**config.mk**
```make
export PLATFORM = sky130hd
export DESIGN_NAME = i2c_ack_slave
export DESIGN_NICKNAME = d
export VERILOG_FILES = /design/src/rtl/i2cs_pkg.sv /design/src/rtl/i2cs_sync.sv /design/src/rtl/i2cs_core.sv /design/src/rtl/i2c_ack_slave.sv
export SDC_FILE = /design/constraint.sdc
export NUM_CORES = 1
export LEC_CHECK = 0
export BUFFER_PORTS_ARGS = -buffer_cell sky130_fd_sc_hd__buf_2
export CAP_MARGIN = 15
export CORE_MARGIN = 5
export CORE_UTILIZATION = 49
export CTS_BUF_LIST = sky130_fd_sc_hd__clkbuf_16
export CTS_CLUSTER_SIZE = 28
export DETAILED_ROUTE_END_ITERATION = 8
export PLACE_DENSITY = 0.75
export SLEW_MARGIN = 20
export SYNTH_ARGS = -nofsm -noshare
export SYNTH_HDL_FRONTEND = slang
export SYNTH_SLANG_ARGS = --single-unit
```
**constraint.sdc**
```tcl
create_clock -name clk -period 1.99 [get_ports clk]
set_clock_uncertainty 0.05 [all_clocks]
set_input_delay 0.0995 -clock clk [delete_from_list [all_inputs] [get_ports clk]]
set_output_delay 0.0995 -clock clk [all_outputs]
set_load 0.02 [all_outputs]
```
**src/rtl/i2cs_pkg.sv**
```systemverilog
package i2cs_pkg;
   typedef enum logic [1:0] {
      ST_IDLE   = 2'd0,
      ST_ACTIVE = 2'd1,
      ST_IGNORE = 2'd2
   } slv_state_e;
endpackage

```
**src/rtl/i2cs_sync.sv**
```systemverilog
// Pin synchronizer and bus condition detector.
module i2cs_sync #(
   parameter int unsigned STAGES = 2
) (
   input  logic clk,
   input  logic rst_n,
   input  logic scl_i,
   input  logic sda_i,
   output logic sda_s,
   output logic scl_rise,
   output logic scl_fall,
   output logic start_det,
   output logic stop_det
);
   if (STAGES < 2) begin : g_bad_stages
      $error("i2cs_sync: STAGES must be at least 2");
   end

   logic [1:0] pipe [STAGES];
   logic [1:0] prev;
   logic [1:0] cur;

   always_ff @(posedge clk or negedge rst_n) begin
      if (!rst_n) pipe[0] <= 2'b11;
      else        pipe[0] <= {scl_i, sda_i};
   end

   for (genvar k = 1; k < STAGES; k++) begin : g_stage
      always_ff @(posedge clk or negedge rst_n) begin
         if (!rst_n) pipe[k] <= 2'b11;
         else        pipe[k] <= pipe[k-1];
      end
   end

   always_ff @(posedge clk or negedge rst_n) begin
      if (!rst_n) prev <= 2'b11;
      else        prev <= cur;
   end

   assign cur       = pipe[STAGES-1];
   assign sda_s     = cur[0];
   assign scl_rise  =  cur[1] & ~prev[1];
   assign scl_fall  = ~cur[1] &  prev[1];
   assign start_det =  cur[1] &  prev[1] &  prev[0] & ~cur[0];
   assign stop_det  =  cur[1] &  prev[1] & ~prev[0] &  cur[0];
endmodule

```
**src/rtl/i2cs_core.sv**
```systemverilog
// Byte framing, address decode, acknowledge and request handling.
module i2cs_core
   import i2cs_pkg::*;
#(
   parameter int unsigned DATA_W = 8,
   parameter int unsigned ADDR_W = 7
) (
   input  logic              clk,
   input  logic              rst_n,
   input  logic              scl_rise,
   input  logic              scl_fall,
   input  logic              sda_s,
   input  logic              start_det,
   input  logic              stop_det,
   input  logic [ADDR_W-1:0] own_addr,
   input  logic              ack_mode,
   input  logic [DATA_W-1:0] tx_data,
   input  logic              tx_wr,
   input  logic              req_clr,
   output logic              drive_sda,
   output logic [DATA_W-1:0] rx_data,
   output logic              tx_role,
   output logic              bus_busy,
   output logic              req_n,
   output logic              addr_hit,
   output logic              gen_call,
   output logic              last_bit
);
   localparam int unsigned CNT_W = $clog2(DATA_W + 2);
   localparam logic [CNT_W-1:0] N_LAST = CNT_W'(DATA_W - 1);
   localparam logic [CNT_W-1:0] N_BITS = CNT_W'(DATA_W);
   localparam logic [CNT_W-1:0] N_ACK  = CNT_W'(DATA_W + 1);
   localparam logic [CNT_W-1:0] C_ONE  = CNT_W'(1);

   if (DATA_W != ADDR_W + 1) begin : g_bad_width
      $error("i2cs_core: DATA_W must equal ADDR_W + 1");
   end

   slv_state_e        state;
   logic [CNT_W-1:0]  bcnt;
   logic [DATA_W-2:0] sh;
   logic [DATA_W-1:0] tx_sh;
   logic              is_addr;
   logic [DATA_W-1:0] byte_in;
   logic [ADDR_W-1:0] addr_in;
   logic              own_match;
   logic              gc_match;

   assign byte_in   = {sh, sda_s};
   assign addr_in   = byte_in[DATA_W-1:1];
   assign own_match = (addr_in == own_addr);
   assign gc_match  = (addr_in == '0);

   always_ff @(posedge clk or negedge rst_n) begin
      if (!rst_n) begin
         state     <= ST_IDLE;
         bcnt      <= '0;
         sh        <= '0;
         tx_sh     <= '0;
         is_addr   <= 1'b0;
         drive_sda <= 1'b0;
         rx_data   <= '0;
         tx_role   <= 1'b0;
         bus_busy  <= 1'b0;
         req_n     <= 1'b1;
         addr_hit  <= 1'b0;
         gen_call  <= 1'b0;
         last_bit  <= 1'b0;
      end else if (start_det) begin
         state     <= ST_ACTIVE;
         bus_busy  <= 1'b1;
         addr_hit  <= 1'b0;
         gen_call  <= 1'b0;
         tx_role   <= 1'b0;
         bcnt      <= '0;
         drive_sda <= 1'b0;
         is_addr   <= 1'b1;
         req_n     <= 1'b1;
      end else if (stop_det) begin
         state     <= ST_IDLE;
         bus_busy  <= 1'b0;
         drive_sda <= 1'b0;
         req_n     <= 1'b1;
         bcnt      <= '0;
         is_addr   <= 1'b0;
      end else begin
         if (tx_wr || req_clr) req_n <= 1'b1;
         if (tx_wr && state == ST_ACTIVE && tx_role && !is_addr) begin
            tx_sh     <= tx_data;
            drive_sda <= ~tx_data[DATA_W-1];
         end
         if (state == ST_ACTIVE && scl_rise) begin
            bcnt <= bcnt + C_ONE;
            if (bcnt < N_BITS) begin
               sh <= byte_in[DATA_W-2:0];
               if (is_addr || !tx_role) last_bit <= sda_s;
               if (bcnt == N_LAST) begin
                  if (is_addr) begin
                     if (own_match || gc_match) begin
                        addr_hit <= 1'b1;
                        gen_call <= gc_match;
                        tx_role  <= byte_in[0] & ~gc_match;
                     end else begin
                        state <= ST_IGNORE;
                     end
                  end else if (!tx_role) begin
                     rx_data <= byte_in;
                  end
               end
            end else if (tx_role && !is_addr) begin
               last_bit <= sda_s;
            end
         end
         if (state == ST_ACTIVE && scl_fall) begin
            if (bcnt == N_BITS && ack_mode) begin
               drive_sda <= is_addr | ~tx_role;
            end else if (bcnt == N_BITS || bcnt == N_ACK) begin
               drive_sda <= 1'b0;
               bcnt      <= '0;
               req_n     <= 1'b0;
               is_addr   <= 1'b0;
            end else if (bcnt != '0 && tx_role && !is_addr) begin
               tx_sh     <= tx_sh << 1;
               drive_sda <= ~tx_sh[DATA_W-2];
            end
         end
      end
   end
endmodule

```
**src/rtl/i2c_ack_slave.sv**
```systemverilog
module i2c_ack_slave #(
   parameter int unsigned DATA_W      = 8,
   parameter int unsigned ADDR_W      = 7,
   parameter int unsigned SYNC_STAGES = 2
) (
   input  logic              clk,
   input  logic              rst_n,
   input  logic              scl_i,
   input  logic              sda_i,
   output logic              scl_oe,
   output logic              sda_oe,
   input  logic [ADDR_W-1:0] own_addr,
   input  logic              ack_mode,
   input  logic [DATA_W-1:0] tx_data,
   input  logic              tx_wr,
   input  logic              req_clr,
   output logic [DATA_W-1:0] rx_data,
   output logic              tx_role,
   output logic              bus_busy,
   output logic              req_n,
   output logic              addr_hit,
   output logic              gen_call,
   output logic              last_bit
);
   logic sda_s, scl_rise, scl_fall, start_det, stop_det;

   i2cs_sync #(.STAGES(SYNC_STAGES)) u_sync (
      .clk       (clk),
      .rst_n     (rst_n),
      .scl_i     (scl_i),
      .sda_i     (sda_i),
      .sda_s     (sda_s),
      .scl_rise  (scl_rise),
      .scl_fall  (scl_fall),
      .start_det (start_det),
      .stop_det  (stop_det)
   );

   i2cs_core #(.DATA_W(DATA_W), .ADDR_W(ADDR_W)) u_core (
      .clk       (clk),
      .rst_n     (rst_n),
      .scl_rise  (scl_rise),
      .scl_fall  (scl_fall),
      .sda_s     (sda_s),
      .start_det (start_det),
      .stop_det  (stop_det),
      .own_addr  (own_addr),
      .ack_mode  (ack_mode),
      .tx_data   (tx_data),
      .tx_wr     (tx_wr),
      .req_clr   (req_clr),
      .drive_sda (sda_oe),
      .rx_data   (rx_data),
      .tx_role   (tx_role),
      .bus_busy  (bus_busy),
      .req_n     (req_n),
      .addr_hit  (addr_hit),
      .gen_call  (gen_call),
      .last_bit  (last_bit)
   );

   assign scl_oe = ~req_n;
endmodule

```
Word-level counts from Yosys, hierarchy flattened
Cells that the tools add are included.
Widths: inputs -> output; s select.

operators by class
  order comparisons = 1
  $add $sub $neg = 1
  bitwise logic cells = 21
  reduce and logical (&&, ||, !) cells = 37
  divide/modulo/power cells = 0
  mux-type cells = 62
  shifts and indexed selects = 0
  equality and inequality tests = 9
  multiply operators = 0

operators by type and width
  cell                 number
  $mux 1               44
  $mux 8               5
  $mux 4               6
  $reduce_bool 3->1    6
  $mux 2               7
  $reduce_bool 2->1    7
  $not 1->1            12
  $reduce_and 5->1     2
  $logic_and 1x1->1    9
  $and 1x1->1          8
  $eq 4x4->1 const B   2
  $eq 7x7->1           1
  $logic_not 7->1      1
  $reduce_and 7->1     1
  $ne 3x3->1 const B   2
  $reduce_and 6->1     1
  $add 4x1->4 const B  1
  $eq 4x3->1 const B   1
  $logic_or 1x1->1     4
  $lt 4x4->1 const B   1
  $ne 2x2->1 const B   2
  $reduce_and 4->1     1
  $reduce_bool 4->1    1
  $reduce_and 3->1     1
  other kinds (4)      5

storage, ports and cells
  latch bits = 0
  bits in writable memories = 0
  output and inout port bits = 16
  bits in read-only memories = 0
  logic and storage cells = 147
  bits of input ports = 22
  memories kept = 0
  register bits after elaboration = 43

Depth between registers and ports, before layout
  word-level depth = 11
  depth in mapped cells = 8

Modules after synthesis
Synthesis repeated with hierarchy kept, for this count alone.

second synthesis, totals
  cells, all modules = 167
  area, all modules = 2024.4 um2

modules (own cells, without submodules)
  module         cells an instance  times used  area each (um2)
  i2cs_core      156                1           1830.5
  i2cs_sync      10                 1           190.2
  i2c_ack_slave  1                  1           3.8

Worst setup path before layout
No wires, ideal clock.

  path type = register -> register
  start = register u_sync.pipe (netlist bit u_sync.cur[1])
  end = register u_core.rx_data[0]
  stages on the path, launching flop included = 9
  buffers on the path = 3
  slack = -0.211 ns
  arrival = 2.025 ns
  period minus slack after synthesis = 2.201 ns
  path through = dfstp_2 and4bb_1 buf_4 and2b_1 buf_6 nand3_2 or4_4 buf_6 mux2_4

on the way
  cells in the longest elaborated chain, start to end = 5
  elaborated cells between the ends (all ways) = 10
  classes of those cells = 8 x bitwise; 2 x reduce/logical

RTL lines
  item                                          line                              source
  start, declared                               i2cs_sync.sv:19                   logic [1:0] pipe [STAGES];
  start signal, assigned by index               i2cs_sync.sv:31                   else pipe[k] <= pipe[k-1];
  $and 1x1->1                                   i2cs_sync.sv:44, i2cs_sync.sv:45
  $and 1x1->1 (on tied branches) (2 in series)  i2cs_sync.sv:45, i2cs_sync.sv:44
  $not 1->1 (no line)                           --
  $reduce_and 7->1 (no line) *                  --
  end signal, assigned                          i2cs_core.sv:107                  rx_data <= byte_in;
  end, declared                                 i2cs_core.sv:21                   output logic [DATA_W-1:0] rx_data,

Mark *: on every way between the ends. The rest lies on a longest branch, timed or not.
A chain may end at the register's enable or synchronous reset.

Worst setup path after layout
  start = register u_sync.pipe (netlist bit u_sync.cur[1])
  end = register u_core.rx_data[2]

Same word-level chain as after synthesis.

==> results.sh <==
export IMPL_antenna_found_initial=0
export IMPL_yosysWarnings=0
export IMPL_post_drt_via_cell_ratio=5.24
export IMPL_diodes=0
export IMPL_area_delta_synth_final_pct=26.6
export IMPL_die_h_um=73.8
export IMPL_numCtsBuffers=5
export IMPL_cts_max_path_buffers=2
export IMPL_synth_top_area_cell="dfrtp_1"
export IMPL_grt_util_met2=0.294
export IMPL_first_iter_violations=59
export IMPL_netlist_instances=173
export IMPL_setup_tns_final_ns=-0.229
export IMPL_die_area_mm2=0.00545
export IMPL_crit_fanout=8
export IMPL_path_class="reg2reg"
export IMPL_drive_gt1_frac=0.382
export IMPL_overflow=0
export IMPL_final_core_util=0.636
export IMPL_rsz0062_at_grt="yes"
export IMPL_path_clk_slew_ns=0.06
export IMPL_cts_sinks=42
export IMPL_worst_skew_pair_late_latency_ns=0.28
export IMPL_worst_setup_path_end_kind="register"
export IMPL_synth_most_common_cell="dfrtp_1"
export IMPL_wl_um=4130
export IMPL_post_dp_cell_area_mm2=0.00228
export IMPL_grt_pass1_wl_um=7290
export IMPL_drc=0
export IMPL_required_ns=2.10
export IMPL_ant_nets=0
export IMPL_top_usage_layer="met2"
export IMPL_max_freq_ghz=0.493
export IMPL_synth_main_ff_cell="dfrtp_1"
export IMPL_slew_headroom=0.658
export IMPL_ys_ff_latch=42
export IMPL_ios=38
export IMPL_gp_congestion=0.840
export IMPL_path_cells="and4bb_1 > and2b_1 > nand3_2 > or4_4 > mux2_4"
export IMPL_layout_min_cycle_time_ns=2.03
export IMPL_drt_pre_antenna_iters=4
export IMPL_wl_per_cell_um=14.9
export IMPL_gr_usage_met1=0.220
export IMPL_syn_nets=198
export IMPL_die_x_um=73.8
export IMPL_grt_max_degree=43
export IMPL_ys_types=41
export IMPL_tritoncts="done"
export IMPL_tightest_slew_ns=0.513
export IMPL_grtUsageTotal=0.177
export IMPL_final_cells=278
export IMPL_worstHoldPathType="in2reg"
export IMPL_yosysSeqAreaShare=0.531
export IMPL_fin_area_mm2=0.00252
export IMPL_cp_start_kind="register"
export IMPL_grt_use_met3=0.0397
export IMPL_arrival_ns=2.14
export IMPL_via_count=1458
export IMPL_worst_slack_ns=-0.0369
export IMPL_cpPeakStageDelay_ns=0.54
export IMPL_timing_max_cap_violations=0
export IMPL_fin_crit_sh=1.02
export IMPL_finalSetupViolCount=8
export IMPL_synth_area_leaders="dfrtp_1 44%, dfstp_2 9.2%, mux2_4 6.0%"
export IMPL_violations="negative setup slack"
export IMPL_dp_hpwl_um=3080
export IMPL_core_mm2=0.00397
export IMPL_synth_edf_count=0
export IMPL_hold_viol=0
export IMPL_netlist_top_cells_count="35 x dfrtp_1, 14 x nand2_1, 13 x o21ai_0, 12 x nor2_1, 9 x inv_1"
export IMPL_power_mw=2.87
export IMPL_status="finished with violations"
export IMPL_final_nets=252
export IMPL_async_flop_share=1.00
export IMPL_port_buffers=37
export IMPL_ir_drop_v=0.000700
export IMPL_cellPowerDensity_mw_per_mm2=1140
export IMPL_rows=23
export IMPL_dp_cells=265
export IMPL_grt_pass1_vias=1541
export IMPL_clock_tree_root_cell="clkbuf_16"
export IMPL_slowest_stage="or4_4"
export IMPL_initial_core_util=0.502
export IMPL_htreeDepth=2
export IMPL_synth_top_area_share=0.439
export IMPL_avgSynthCellArea_um2=11.5
export IMPL_leakagePower_nw=1.29
export IMPL_maxSlewViolCount=0
export IMPL_synth_area_mm2=0.00199
## per-stage QoR
step | setup slack, ns | hold WS [ns]
floorplan | -0.211 | -0.246
global placement | 0.00656 | 0.144
detailed placement | -0.0415 | 0.141
CTS | -0.0446 | 0.0121
global route | -0.127 | 0.0949
finish | -0.0369 | 0.0199
## path summary, 6_finish.rpt
check,slack [ns],cells after the start,start,end
max in group asynchronous,1.16,3,rst_n,u_core.req_n
min in group asynchronous,0.35,3,rst_n,u_core.rx_data[3]
hold reg to reg,0.31,0,u_sync.pipe[2],u_sync.cur[0]
hold / removal,0.02,3,tx_data[0],u_core.tx_sh[0]
setup / recovery,-0.04,5,u_sync.cur[1],u_core.rx_data[2]
setup reg to reg,-0.04,5,u_sync.cur[1],u_core.rx_data[2]
## state kept, by name (all words and copies together) (netlist names), 2 cells and up
register / flops
u_core.bcnt: 4
u_sync.pipe: 2
u_sync.prev: 2
u_sync.cur: 2
u_core.tx_sh: 7
u_core.rx_data: 8
u_core.addr_in: 7
u_core.state: 2
## where the power goes
| part | internal (mW) | leakage, nW | switching, mW |
|---|---|---|---|
| Sequential | 1.04 | 0.521 | 0.171 |
| Combinational | 0.315 | 0.675 | 0.326 |
| Clock | 0.714 | 0.0915 | 0.309 |
## worst max-delay path: cells and delay by family (launching register included)
kind | cells | cell delay [ns]
DFF | 1 | 0.53
and+or+nand+nor | 4 | 0.99
muxes | 1 | 0.34
## what timing repair did
| item | CTS | global route |
|---|---|---|
| endpoints found under the hold margin | 37 | 0 |
| setup buffers | 2 | 0 |
| gates resized for setup | 1 | 1 |
| pin swaps | 1 | 1 |
| hold buffers | 3 | 0 |
| setup endpoints to repair | 9 | 10 |
## layer usage
metal / share of wire / up-vias
met5: 0 / -
met4: 0.017 / 0
met3: 0.056 / 8
met2: 0.49 / 42
met1: 0.44 / 698
li1: - / 710
## layout make-up
cell class | instances | area, um2
Sequential cell | 42 | 1060
Fill cell | 311 | 1450
Inverter | 9 | 33.8
Clock inverter | 3 | 63.8
Tap cell | 50 | 62.6
Clock buffer | 5 | 125
Timing Repair Buffer | 53 | 313
Multi-Input combinational cell | 116 | 867
## cells by family (layout without fill, tap and decap cells)
family | Yosys count | count (layout) | share of synthesized area
flip-flops | 42 | 42 | 0.531
multiplexers | 23 | 23 | 0.141
AND/OR/NAND/NOR | 49 | 49 | 0.131
AO/OA/AOI/OAI | 29 | 29 | 0.0872
adder cells (fa/ha/maj) | 3 | 3 | 0.0188
buffers and inverters | 15 | 70 | 0.0383
XOR/XNOR | 12 | 12 | 0.0527
## layout by cell type, fill, tap and decap left out, types with 5 or more instances in the layout
cell	n
o21ai_0	13
a21oi_1	6
nand2_1	14
clkbuf_16	5
xnor2_1	8
mux2_4	8
mux2i_1	7
buf_2	37
dfrtp_1	35
nor2_1	12
buf_4	13
dfstp_2	7
inv_1	9
mux2_2	8
No activity file was read; power rests on OpenSTA's default activity.
